<file path="src/rtl/march_pkg.sv">
package march_pkg;
  localparam int DATA_W = 32;
  localparam logic [DATA_W-1:0] CODE_PASS = 32'h0000_BEAD;
  localparam logic [DATA_W-1:0] CODE_FAIL = 32'h0000_0BAD;

  typedef enum logic [2:0] {PH_IDLE, PH_RUN, PH_DRAIN, PH_REPORT, PH_DONE} phase_e;

  typedef struct packed {
    logic wr;
    logic bg;
  } op_t;

  // operation at (element, step) of the march
  function automatic op_t op_at(input logic [2:0] elem, input logic [1:0] step);
    op_t o;
    o = '{wr: 1'b0, bg: 1'b0};
    case (elem)
      3'd0: o = '{wr: 1'b1, bg: 1'b0};
      3'd1: o = '{wr: step[0], bg: step[0]};
      3'd2: o = '{wr: step[0], bg: (step == 2'd0) || (step == 2'd3)};
      3'd3: o = '{wr: step[0], bg: ~step[0]};
      3'd4: o = '{wr: step[0], bg: (step == 2'd1) || (step == 2'd2)};
      default: o = '{wr: 1'b0, bg: 1'b0};
    endcase
    return o;
  endfunction

  function automatic logic [1:0] last_step(input logic [2:0] elem);
    case (elem)
      3'd1, 3'd3: return 2'd1;
      3'd2, 3'd4: return 2'd3;
      default:    return 2'd0;
    endcase
  endfunction

  function automatic logic [DATA_W-1:0] bg_word(input logic pass, input logic sel);
    if (!pass) return sel ? {DATA_W{1'b1}} : {DATA_W{1'b0}};
    return sel ? {(DATA_W/2){2'b10}} : {(DATA_W/2){2'b01}};
  endfunction
endpackage

</file>
<file path="src/rtl/march_seq.sv">
module march_seq
  import march_pkg::*;
#(
  parameter int ADDR_W    = 16,
  parameter int BASE_WORD = 0,
  parameter int END_WORD  = 65536
) (
  input  logic              clk_i,
  input  logic              rst_ni,
  input  logic              start_i,
  output logic              issue_o,
  output op_t               op_o,
  output logic [ADDR_W-1:0] addr_o,
  output logic              pass_o,
  output logic              report_o,
  output logic              done_o
);
  localparam logic [ADDR_W-1:0] BASE_A = ADDR_W'(BASE_WORD);
  localparam logic [ADDR_W-1:0] LAST_A = ADDR_W'(END_WORD - 1);

  phase_e            phase_q;
  logic              pass_q;
  logic [2:0]        elem_q;
  logic [1:0]        step_q;
  logic [ADDR_W-1:0] addr_q;
  logic              desc, at_end;

  assign desc   = (elem_q == 3'd1);
  assign at_end = desc ? (addr_q == BASE_A) : (addr_q == LAST_A);

  always_ff @(posedge clk_i or negedge rst_ni) begin
    if (!rst_ni) begin
      phase_q <= PH_IDLE;
      pass_q  <= 1'b0;
      elem_q  <= '0;
      step_q  <= '0;
      addr_q  <= BASE_A;
    end else begin
      case (phase_q)
        PH_IDLE, PH_DONE: if (start_i) begin
          phase_q <= PH_RUN;
          pass_q  <= 1'b0;
          elem_q  <= '0;
          step_q  <= '0;
          addr_q  <= BASE_A;
        end
        PH_RUN: begin
          if (step_q != last_step(elem_q)) begin
            step_q <= step_q + 2'd1;
          end else begin
            step_q <= '0;
            if (!at_end) begin
              addr_q <= desc ? addr_q - 1'b1 : addr_q + 1'b1;
            end else if (elem_q == 3'd5) begin
              phase_q <= PH_DRAIN;
            end else begin
              elem_q <= elem_q + 3'd1;
              addr_q <= (elem_q == 3'd0) ? LAST_A : BASE_A;
            end
          end
        end
        PH_DRAIN: phase_q <= PH_REPORT;
        PH_REPORT: begin
          if (!pass_q) begin
            phase_q <= PH_RUN;
            pass_q  <= 1'b1;
            elem_q  <= '0;
            addr_q  <= BASE_A;
          end else begin
            phase_q <= PH_DONE;
          end
        end
        default: phase_q <= PH_IDLE;
      endcase
    end
  end

  assign issue_o  = (phase_q == PH_RUN);
  assign op_o     = op_at(elem_q, step_q);
  assign addr_o   = addr_q;
  assign pass_o   = pass_q;
  assign report_o = (phase_q == PH_REPORT);
  assign done_o   = (phase_q == PH_DONE);

  assert_done_hold_R1: assert property (@(posedge clk_i) disable iff (!rst_ni)
    (done_o && !start_i) |=> done_o);
  assert_desc_end_R3: assert property (@(posedge clk_i) disable iff (!rst_ni)
    (issue_o && elem_q == 3'd1) |=> (elem_q == 3'd1 || $past(addr_q) == BASE_A));
  assert_desc_start_R3: assert property (@(posedge clk_i) disable iff (!rst_ni)
    (issue_o && elem_q == 3'd0) |=> (elem_q == 3'd0 || addr_q == LAST_A));
endmodule

</file>
<file path="src/rtl/march_cmp.sv">
module march_cmp
  import march_pkg::*;
#(
  parameter int ERR_W = 16
) (
  input  logic              clk_i,
  input  logic              rst_ni,
  input  logic              clear_i,
  input  logic              chk_i,
  input  logic [DATA_W-1:0] exp_i,
  input  logic [DATA_W-1:0] rdata_i,
  output logic              clean_o
);
  localparam logic [ERR_W-1:0] ERR_MAX = {ERR_W{1'b1}};

  logic              chk_q;
  logic [DATA_W-1:0] exp_q;
  logic [ERR_W-1:0]  cnt_q;
  logic              miss;

  // expected word travels with the read, one cycle of SRAM latency
  always_ff @(posedge clk_i or negedge rst_ni) begin
    if (!rst_ni) begin
      chk_q <= 1'b0;
      exp_q <= '0;
    end else begin
      chk_q <= chk_i;
      exp_q <= exp_i;
    end
  end

  assign miss = chk_q && (rdata_i != exp_q);

  always_ff @(posedge clk_i or negedge rst_ni) begin
    if (!rst_ni)                       cnt_q <= '0;
    else if (clear_i)                  cnt_q <= '0;
    else if (miss && cnt_q != ERR_MAX) cnt_q <= cnt_q + 1'b1;
  end

  assign clean_o = (cnt_q == '0);

  assert_count_miss_R5: assert property (@(posedge clk_i) disable iff (!rst_ni)
    (miss && !clear_i) |=> (cnt_q != '0));
  assert_no_overflow_R8: assert property (@(posedge clk_i) disable iff (!rst_ni)
    (cnt_q == ERR_MAX && !clear_i) |=> (cnt_q == ERR_MAX));
  assert_clear_R6: assert property (@(posedge clk_i) disable iff (!rst_ni)
    clear_i |=> clean_o);
endmodule

</file>
<file path="src/rtl/march_bist.sv">
module march_bist
  import march_pkg::*;
#(
  parameter int ADDR_W    = 16,
  parameter int BASE_WORD = 0,
  parameter int END_WORD  = 65536,
  parameter int ERR_W     = 16
) (
  input  logic              clk_i,
  input  logic              rst_ni,
  input  logic              start_i,
  output logic [ADDR_W-1:0] mem_addr_o,
  output logic [31:0]       mem_wdata_o,
  output logic              mem_we_o,
  output logic              mem_re_o,
  input  logic [31:0]       mem_rdata_i,
  output logic              res_valid_o,
  output logic              res_slot_o,
  output logic [31:0]       res_code_o,
  output logic              done_o
);
  logic              issue, pass, report, clean;
  op_t               op;
  logic [DATA_W-1:0] bg;

  march_seq #(.ADDR_W(ADDR_W), .BASE_WORD(BASE_WORD), .END_WORD(END_WORD)) u_seq (
    .clk_i, .rst_ni, .start_i,
    .issue_o(issue), .op_o(op), .addr_o(mem_addr_o),
    .pass_o(pass), .report_o(report), .done_o(done_o)
  );

  assign bg = bg_word(pass, op.bg);

  march_cmp #(.ERR_W(ERR_W)) u_cmp (
    .clk_i, .rst_ni,
    .clear_i(report), .chk_i(mem_re_o), .exp_i(bg),
    .rdata_i(mem_rdata_i), .clean_o(clean)
  );

  assign mem_we_o    = issue && op.wr;
  assign mem_re_o    = issue && !op.wr;
  assign mem_wdata_o = bg;
  assign res_valid_o = report;
  assign res_slot_o  = pass;
  assign res_code_o  = clean ? CODE_PASS : CODE_FAIL;

  assert_one_op_R2: assert property (@(posedge clk_i) disable iff (!rst_ni)
    !(mem_we_o && mem_re_o));
  assert_strobe_R7: assert property (@(posedge clk_i) disable iff (!rst_ni)
    res_valid_o |=> !res_valid_o);
  assert_quiet_done_R1: assert property (@(posedge clk_i) disable iff (!rst_ni)
    done_o |-> !(mem_we_o || mem_re_o));
endmodule

</file>
<file path="config.mk">
export PLATFORM = sky130hd
export DESIGN_NAME = march_bist
export DESIGN_NICKNAME = d
export VERILOG_FILES = /design/src/rtl/march_pkg.sv /design/src/rtl/march_seq.sv /design/src/rtl/march_cmp.sv /design/src/rtl/march_bist.sv
export SDC_FILE = /design/constraint.sdc
export NUM_CORES = 1
export LEC_CHECK = 0
export ABC_CLOCK_PERIOD_IN_PS = 4100
export BUFFER_PORTS_ARGS = -buffer_cell sky130_fd_sc_hd__buf_2
export CAP_MARGIN = 0
export CORE_MARGIN = 2
export CORE_UTILIZATION = 35
export CTS_BUF_LIST = sky130_fd_sc_hd__clkbuf_4 sky130_fd_sc_hd__clkbuf_8
export DETAILED_ROUTE_END_ITERATION = 16
export MAX_ROUTING_LAYER = met4
export PLACE_DENSITY_LB_ADDON = 0.15
export SYNTH_ARGS = -nofsm -noshare
export SYNTH_HDL_FRONTEND = slang
export SYNTH_SLANG_ARGS = --single-unit
</file>
<file path="constraint.sdc">
create_clock -name clk_i -period 4.1 [get_ports clk_i]
set_clock_uncertainty 0.1 [all_clocks]
set_input_delay 0.82 -clock clk_i [delete_from_list [all_inputs] [get_ports clk_i]]
set_output_delay 0.82 -clock clk_i [all_outputs]
set_load 0.01 [all_outputs]
</file>
==> impl_metrics.py, run 1 <==
metrics = {
    "outcome": {
        "status": "completed",
    },
    "min_path": {
        "worstHoldPathCells": 1,
        "hp-class": "flip-flop to flip-flop",
    },
    "final_layout": {
        "stdcell_count": 672,
        "drive_gt1_frac": 0.2312,
        "syn_to_final_growth_pct": 7.468,
        "multi_input_area_um2": 2260,
        "antenna_cells": 0,
        "register_area_um2": 1101,
        "fin_nets": 576,
        "fill_cells": 1156,
    },
    "power": {
        "finalPower_uw": 824.9,
        "ir_drop_mv": 0.1321,
        "p_leak_nw": 1.925,
        "powerDensity_nw_per_um2": 196.6,
    },
    "synthesis": {
        "synth_cell_types": 71,
        "synth_warnings": 0,
        "ys_ff_latch": 44,
        "synth_edf_count": 0,
        "netlist_instances": 487,
        "synth_top_area_share": 0.2821,
        "synth_ff_type": "dfrtp_1",
        "netlist_area_um2": 3904,
        "synth_largest_area_cell": "dfrtp_1",
        "async_flop_share": 1.000,
        "ys_top_cells_by_area": "dfrtp_1, buf_4, a21oi_1",
        "avgSynthCellArea_um2": 8.016,
        "synth_seq_area_share": 0.2821,
    },
    "critical_path": {
        "cp_top_family": "compound AO/OA/AOI/OAI gates",
        "arrival_ps": 2660,
        "path_cells": "inv_1 -> ha_1 -> nand2b_2 -> a21oi_1 -> o22a_1 -> xor2_1 -> buf_4 -> buf_2",
        "reg2reg_slack_ps": 850,
        "cp_slowest_stage_delay_ps": 420,
        "worstPathMaxFanout": 23,
        "cp_num_cells": 8,
        "critPathCaptureType": "primary output",
        "criticalPathCategory": "flip-flop to primary output",
        "slowest_stage": "dfrtp_1",
        "crit_path_start_kind": "flip-flop",
        "r2r.worst_path.cells": 9,
        "critPathRequiredTime_ps": 3180,
        "worst-path-buf-inv": 3,
    },
    "placed_design": {
        "post-place-ws_ps": 788.5,
        "dp_cells": 664,
        "hpwl_mm": 7.511,
        "place.gp.congestion": 0.9346,
        "io_buffers": 92,
    },
    "sta": {
        "relSlewSlack": 0.3140,
        "setup_slack_ps": 520.0,
        "finalCriticalPeriod_ps": 3580,
        "whs_ps": 458.5,
        "tns_ps": 0,
        "timing.final.crit_share": 0.8732,
        "setup_viol": 0,
        "max_freq_mhz": 279.3,
        "finalHoldViolations": 0,
        "rsz0062_at_grt": "no",
        "tightest_slew_ps": 1029,
        "final-max-slew-violation-count": 0,
    },
    "die": {
        "start_util": 0.3601,
        "rows": 38,
        "die_h_um": 109.6,
        "pin_count": 120,
        "die_w_um": 109.6,
        "die_area_um2": 12010,
        "coreArea_um2": 10840,
    },
    "global_routing": {
        "grt_max_degree": 45,
        "grt_pass1_vias": 3307,
        "grt_overflow": 0,
        "grt_pass1_wl_mm": 16.18,
        "grt_antenna_before_repair": 0,
        "grt_usage": 0.1743,
    },
    "drt": {
        "wl_per_cell_um": 15.05,
        "drtAntennaViolNets": 0,
        "wirelength_mm": 10.11,
        "drc_errors": 0,
        "vias_per_cell": 5.388,
        "drtIter0Drc": 162,
        "vias": 3621,
        "drt-pass1-iter-count": 4,
    },
    "clock_network": {
        "cts_setup_buffers": 0,
        "clk_pin_slew_ps": 90,
        "htreeDepth": 2,
        "cts_buffers": 5,
        "holdBufCountCts": 0,
        "cts_root_buf": "clkbuf_8",
        "cts_tree": "done",
        "cts_resized": 0,
        "cts_buffer_depth": 2,
        "worstSkewPairLatency_ps": 300,
        "cts_sinks": 44,
    },
    "flow_run": {
        "drv_cap": 0,
    },
}
-- layout make-up --
| type | instances | area share |
|---|---|---|
| clock buffers | 5 | 0.01640 |
| clock inverters | 3 | 0.01133 |
| inverters | 12 | 0.01074 |
| multi-input cells | 371 | 0.5386 |
| flip-flops and latches | 44 | 0.2625 |
| well taps | 140 | 0.04175 |
| repair buffers | 97 | 0.1187 |
-- layer usage --
layer | vias up | global-route usage | part of all wire
li1 | 1787 | - | -
met1 | 1684 | 0.2192 | 0.45
met2 | 131 | 0.2892 | 0.47
met3 | 19 | 0.02964 | 0.066
met4 | 0 | 0.04792 | 0.018
met5 | - | - | 0
-- kinds of logic (layout without fill, tap and decap cells) --
group | count (synthesis) | count (layout) | share of synthesized area
and+or+nand+nor | 204 | 204 | 0.2894
AOI/OAI and AO/OA | 115 | 115 | 0.1971
buffers and inverters | 97 | 117 | 0.1631
DFF | 44 | 44 | 0.2821
xor gates and xnor gates | 13 | 13 | 0.02917
adders and majority gates | 10 | 10 | 0.03205
other | 2 | 27 | 0.001924
muxes | 2 | 2 | 0.005128
-- state kept, by name (all words and copies together) (netlist names) --
| signal | count |
|---|---|
| u_cmp.cnt_q | 16 |
| u_seq.elem_q | 3 |
| u_seq.addr_o | 16 |
| u_cmp.exp_q | 2 |
| u_seq.pass_o | 1 |
| u_seq.phase_q | 3 |
| u_seq.step_q | 2 |
| u_cmp.chk_q | 1 |
-- report_power, final --
part	switching, mW	internal [mW]	total [mW]
clock	0.165	0.184	0.348
combinational	0.0291	0.0139	0.0430
sequential	0.0000000000799	0.434	0.434
-- cells in the final DEF, fill, tap and decap left out, drive strengths merged, types with 4 or more instances in the layout --
cell     n
buf     97
dfrtp   44
nor2    39
nand2   39
a21oi   30
conb    27
o21ai   27
nor3    22
nand3   21
nor4    15
or3     12
xnor2   11
nand4   11
inv     11
ha      10
a31oi   10
or4      8
o22a     7
and2     7
o31ai    7
and3     6
clkbuf   5
nor4b    4
nand3b   4
a211oi   4
nor3b    4
nand2b   4
-- through the flow --
step | cell area [um^2] | util
CTS | 4195 | 0.3870
global route | 4195 | 0.3870
global placement | 4079 | 0.3763
detailed placement | 4079 | 0.3763
finish | 4195 | 0.3870
floorplan | 3998 | -
-- worst paths after layout --
check | start | to
setup reg to reg | u_seq.elem_q[0] | u_seq.addr_o[5]
min in group asynchronous | rst_ni | u_cmp.cnt_q[14]
setup / recovery | u_seq.elem_q[1] | mem_wdata_o[14]
max in group asynchronous | rst_ni | u_cmp.cnt_q[10]
hold reg to reg | u_seq.elem_q[0] | u_seq.elem_q[0]
hold / removal | u_seq.elem_q[0] | u_seq.elem_q[0]
-- cell usage after synthesis (6+ instances only) --
cell type / count
a21oi_1: 29
a31oi_1: 9
and2_1: 7
and3_1: 6
buf_4: 63
clkbuf_1: 13
dfrtp_1: 44
ha_1: 10
inv_1: 10
nand2_1: 38
nand3_1: 21
nand4_1: 11
nor2_1: 38
nor3_1: 19
nor4_1: 13
o21ai_0: 23
o22a_1: 7
o31ai_1: 7
or3_1: 12
or4_1: 7
xnor2_1: 11
(Power assumes the default switching activity.)
==> inputs of run 2 (changes only) <==
--- a/constraint.sdc
+++ b/constraint.sdc
@@ -3,3 +3,3 @@
 set_input_delay 0.82 -clock clk_i [delete_from_list [all_inputs] [get_ports clk_i]]
 set_output_delay 0.82 -clock clk_i [all_outputs]
-set_load 0.01 [all_outputs]
+set_load 0.05 [all_outputs]
==> run 2 against run 1 <==
Net effect: total power up 8.6%; sequential share of layout area fell by 0.10 points; critical path depth is 1 lower; die area unchanged; worst hold slack gained 13 ps; flip-flop and latch count unchanged; global-route usage fell by 0.14 points; wire length is 2.3% lower; critical endpoint is now mem_wdata_o[18]; combinational power rose by 99%.
==> impl_metrics.py, run 2 (synthesized netlist as in run 1, its figures left out) <==
metrics = {
    "power": {
        "powerDensity_nw_per_um2": 212.8,
        "p_leak_nw": 1.921,
        "ir_drop_mv": 0.1257,
    },
    "final_layout": {
        "stdcell_count": 671,
        "drive_gt1_frac": 0.2316,
        "fill_cells": 1133,
        "register_area_um2": 1101,
        "final_common_cell": "buf_2",
        "fin_nets": 575,
        "final_cell_mix": "buf_2, dfrtp_1, nor2_1, nand2_1, a21oi_1",
        "fin_util": 0.3885,
        "multi_input_area_um2": 2278,
        "antenna_cells": 0,
        "syn_to_final_growth_pct": 7.885,
    },
    "critical_path": {
        "crit_path_start_kind": "flip-flop",
        "arrival_ps": 2640,
        "critPathRequiredTime_ps": 3180,
        "slowest_stage": "o22a_1",
        "criticalPathCategory": "flip-flop to primary output",
        "path_cells": "inv_1 -> ha_1 -> nand2b_2 -> a21oi_1 -> o22a_1 -> xor2_4 -> buf_2",
        "critPathCaptureType": "primary output",
        "cp_slowest_stage_delay_ps": 480,
        "worstPathMaxFanout": 18,
    },
    "sta": {
        "finalHoldViolations": 0,
        "tns_ps": 0,
        "whs_ps": 471.4,
        "timing.final.crit_share": 0.8673,
        "max_freq_mhz": 281.2,
        "finalCriticalPeriod_ps": 3556,
        "relSlewSlack": 0.3231,
        "setup_slack_ps": 544.0,
        "final-max-slew-violation-count": 0,
        "setup_viol": 0,
        "tightest_slew_ps": 1015,
        "rsz0062_at_grt": "no",
    },
    "clock_network": {
        "holdBufCountCts": 0,
        "cts_tree": "done",
        "cts_buffer_depth": 2,
        "worstSkewPairLatency_ps": 310,
        "clk_pin_slew_ps": 100,
        "cts_sinks": 44,
        "cts_resized": 0,
        "cts_root_buf": "clkbuf_8",
        "cts_setup_buffers": 0,
        "htreeDepth": 2,
        "cts_buffers": 5,
    },
    "die": {
        "coreArea_um2": 10840,
        "die_area_um2": 12010,
        "die_h_um": 109.6,
        "start_util": 0.3601,
        "pin_count": 120,
        "die_w_um": 109.6,
        "rows": 38,
    },
    "min_path": {
        "hp-class": "flip-flop to flip-flop",
    },
    "drt": {
        "vias": 3609,
        "drc_errors": 0,
        "drtAntennaViolNets": 0,
        "vias_per_cell": 5.379,
        "drtIter0Drc": 177,
        "wl_per_cell_um": 14.73,
        "drt-pass1-iter-count": 4,
        "wirelength_mm": 9.884,
    },
    "placed_design": {
        "io_buffers": 92,
        "dp_cells": 663,
        "place.gp.congestion": 0.8937,
        "post-place-ws_ps": 860.5,
        "hpwl_mm": 7.222,
    },
    "global_routing": {
        "grt_usage": 0.1729,
        "grt_pass1_wl_mm": 16.09,
        "grt_pass1_vias": 3257,
        "grt_overflow": 0,
        "grt_max_degree": 45,
        "grt_antenna_before_repair": 0,
    },
    "flow_run": {
        "drv_cap": 0,
    },
    "outcome": {
        "status": "completed",
    },
}
run 2: layer usage:
metal,up-vias,part of all wire,global-route usage
li1,1780,-,-
met4,0,0.012,0.04611
met5,-,0,-
met1,1705,0.46,0.2316
met2,110,0.47,0.2756
met3,14,0.054,0.02312
run 2: final cells by class:
class	count	share of cell area
Clock buffer	6	0.01961
Clock inverter	2	0.009210
Inverter	12	0.01070
Multi-Input combinational cell	371	0.5410
Sequential cell	44	0.2614
Tap cell	140	0.04159
Timing Repair Buffer	96	0.1165
run 2: worst paths after layout:
kind                                  from         endpoint  slack, ps  depth (start not counted)
setup reg to reg           u_seq.elem_q[0]  u_seq.addr_o[9]        840                          9
hold reg to reg            u_seq.elem_q[0]  u_seq.elem_q[0]        470                          1
setup / recovery           u_seq.elem_q[1]  mem_wdata_o[18]        540                          7
hold / removal             u_seq.elem_q[0]  u_seq.elem_q[0]        470                          1
max in group asynchronous           rst_ni  u_cmp.cnt_q[11]       2700                          1
min in group asynchronous           rst_ni   u_cmp.cnt_q[3]        580                          1
run 2: worst max-delay path, delay by kind of cell, from the launching register on:
family                     cells  cell delay (ps)
AOI/OAI and AO/OA              2              670
DFF                            1              420
buffers and inverters          2              410
xor gates and xnor gates       1              320
adders and majority gates      1              290
and+or+nand+nor                1              210
run 2: through the flow:
step	area, um^2	total power, mW
2_1_floorplan	4016	0.5198
3_3_place_gp	4090	0.5274
3_5_place_dp	4090	0.5281
4_1_cts	4212	0.9063
5_1_grt	4212	0.9306
6_report	4212	0.8962
run 2: power by group:
| group | switching (mW) | total [mW] | internal, mW |
|---|---|---|---|
| combinational | 0.0716 | 0.0854 | 0.0139 |
| sequential | 0.0000000000788 | 0.434 | 0.434 |
| clock | 0.177 | 0.377 | 0.200 |
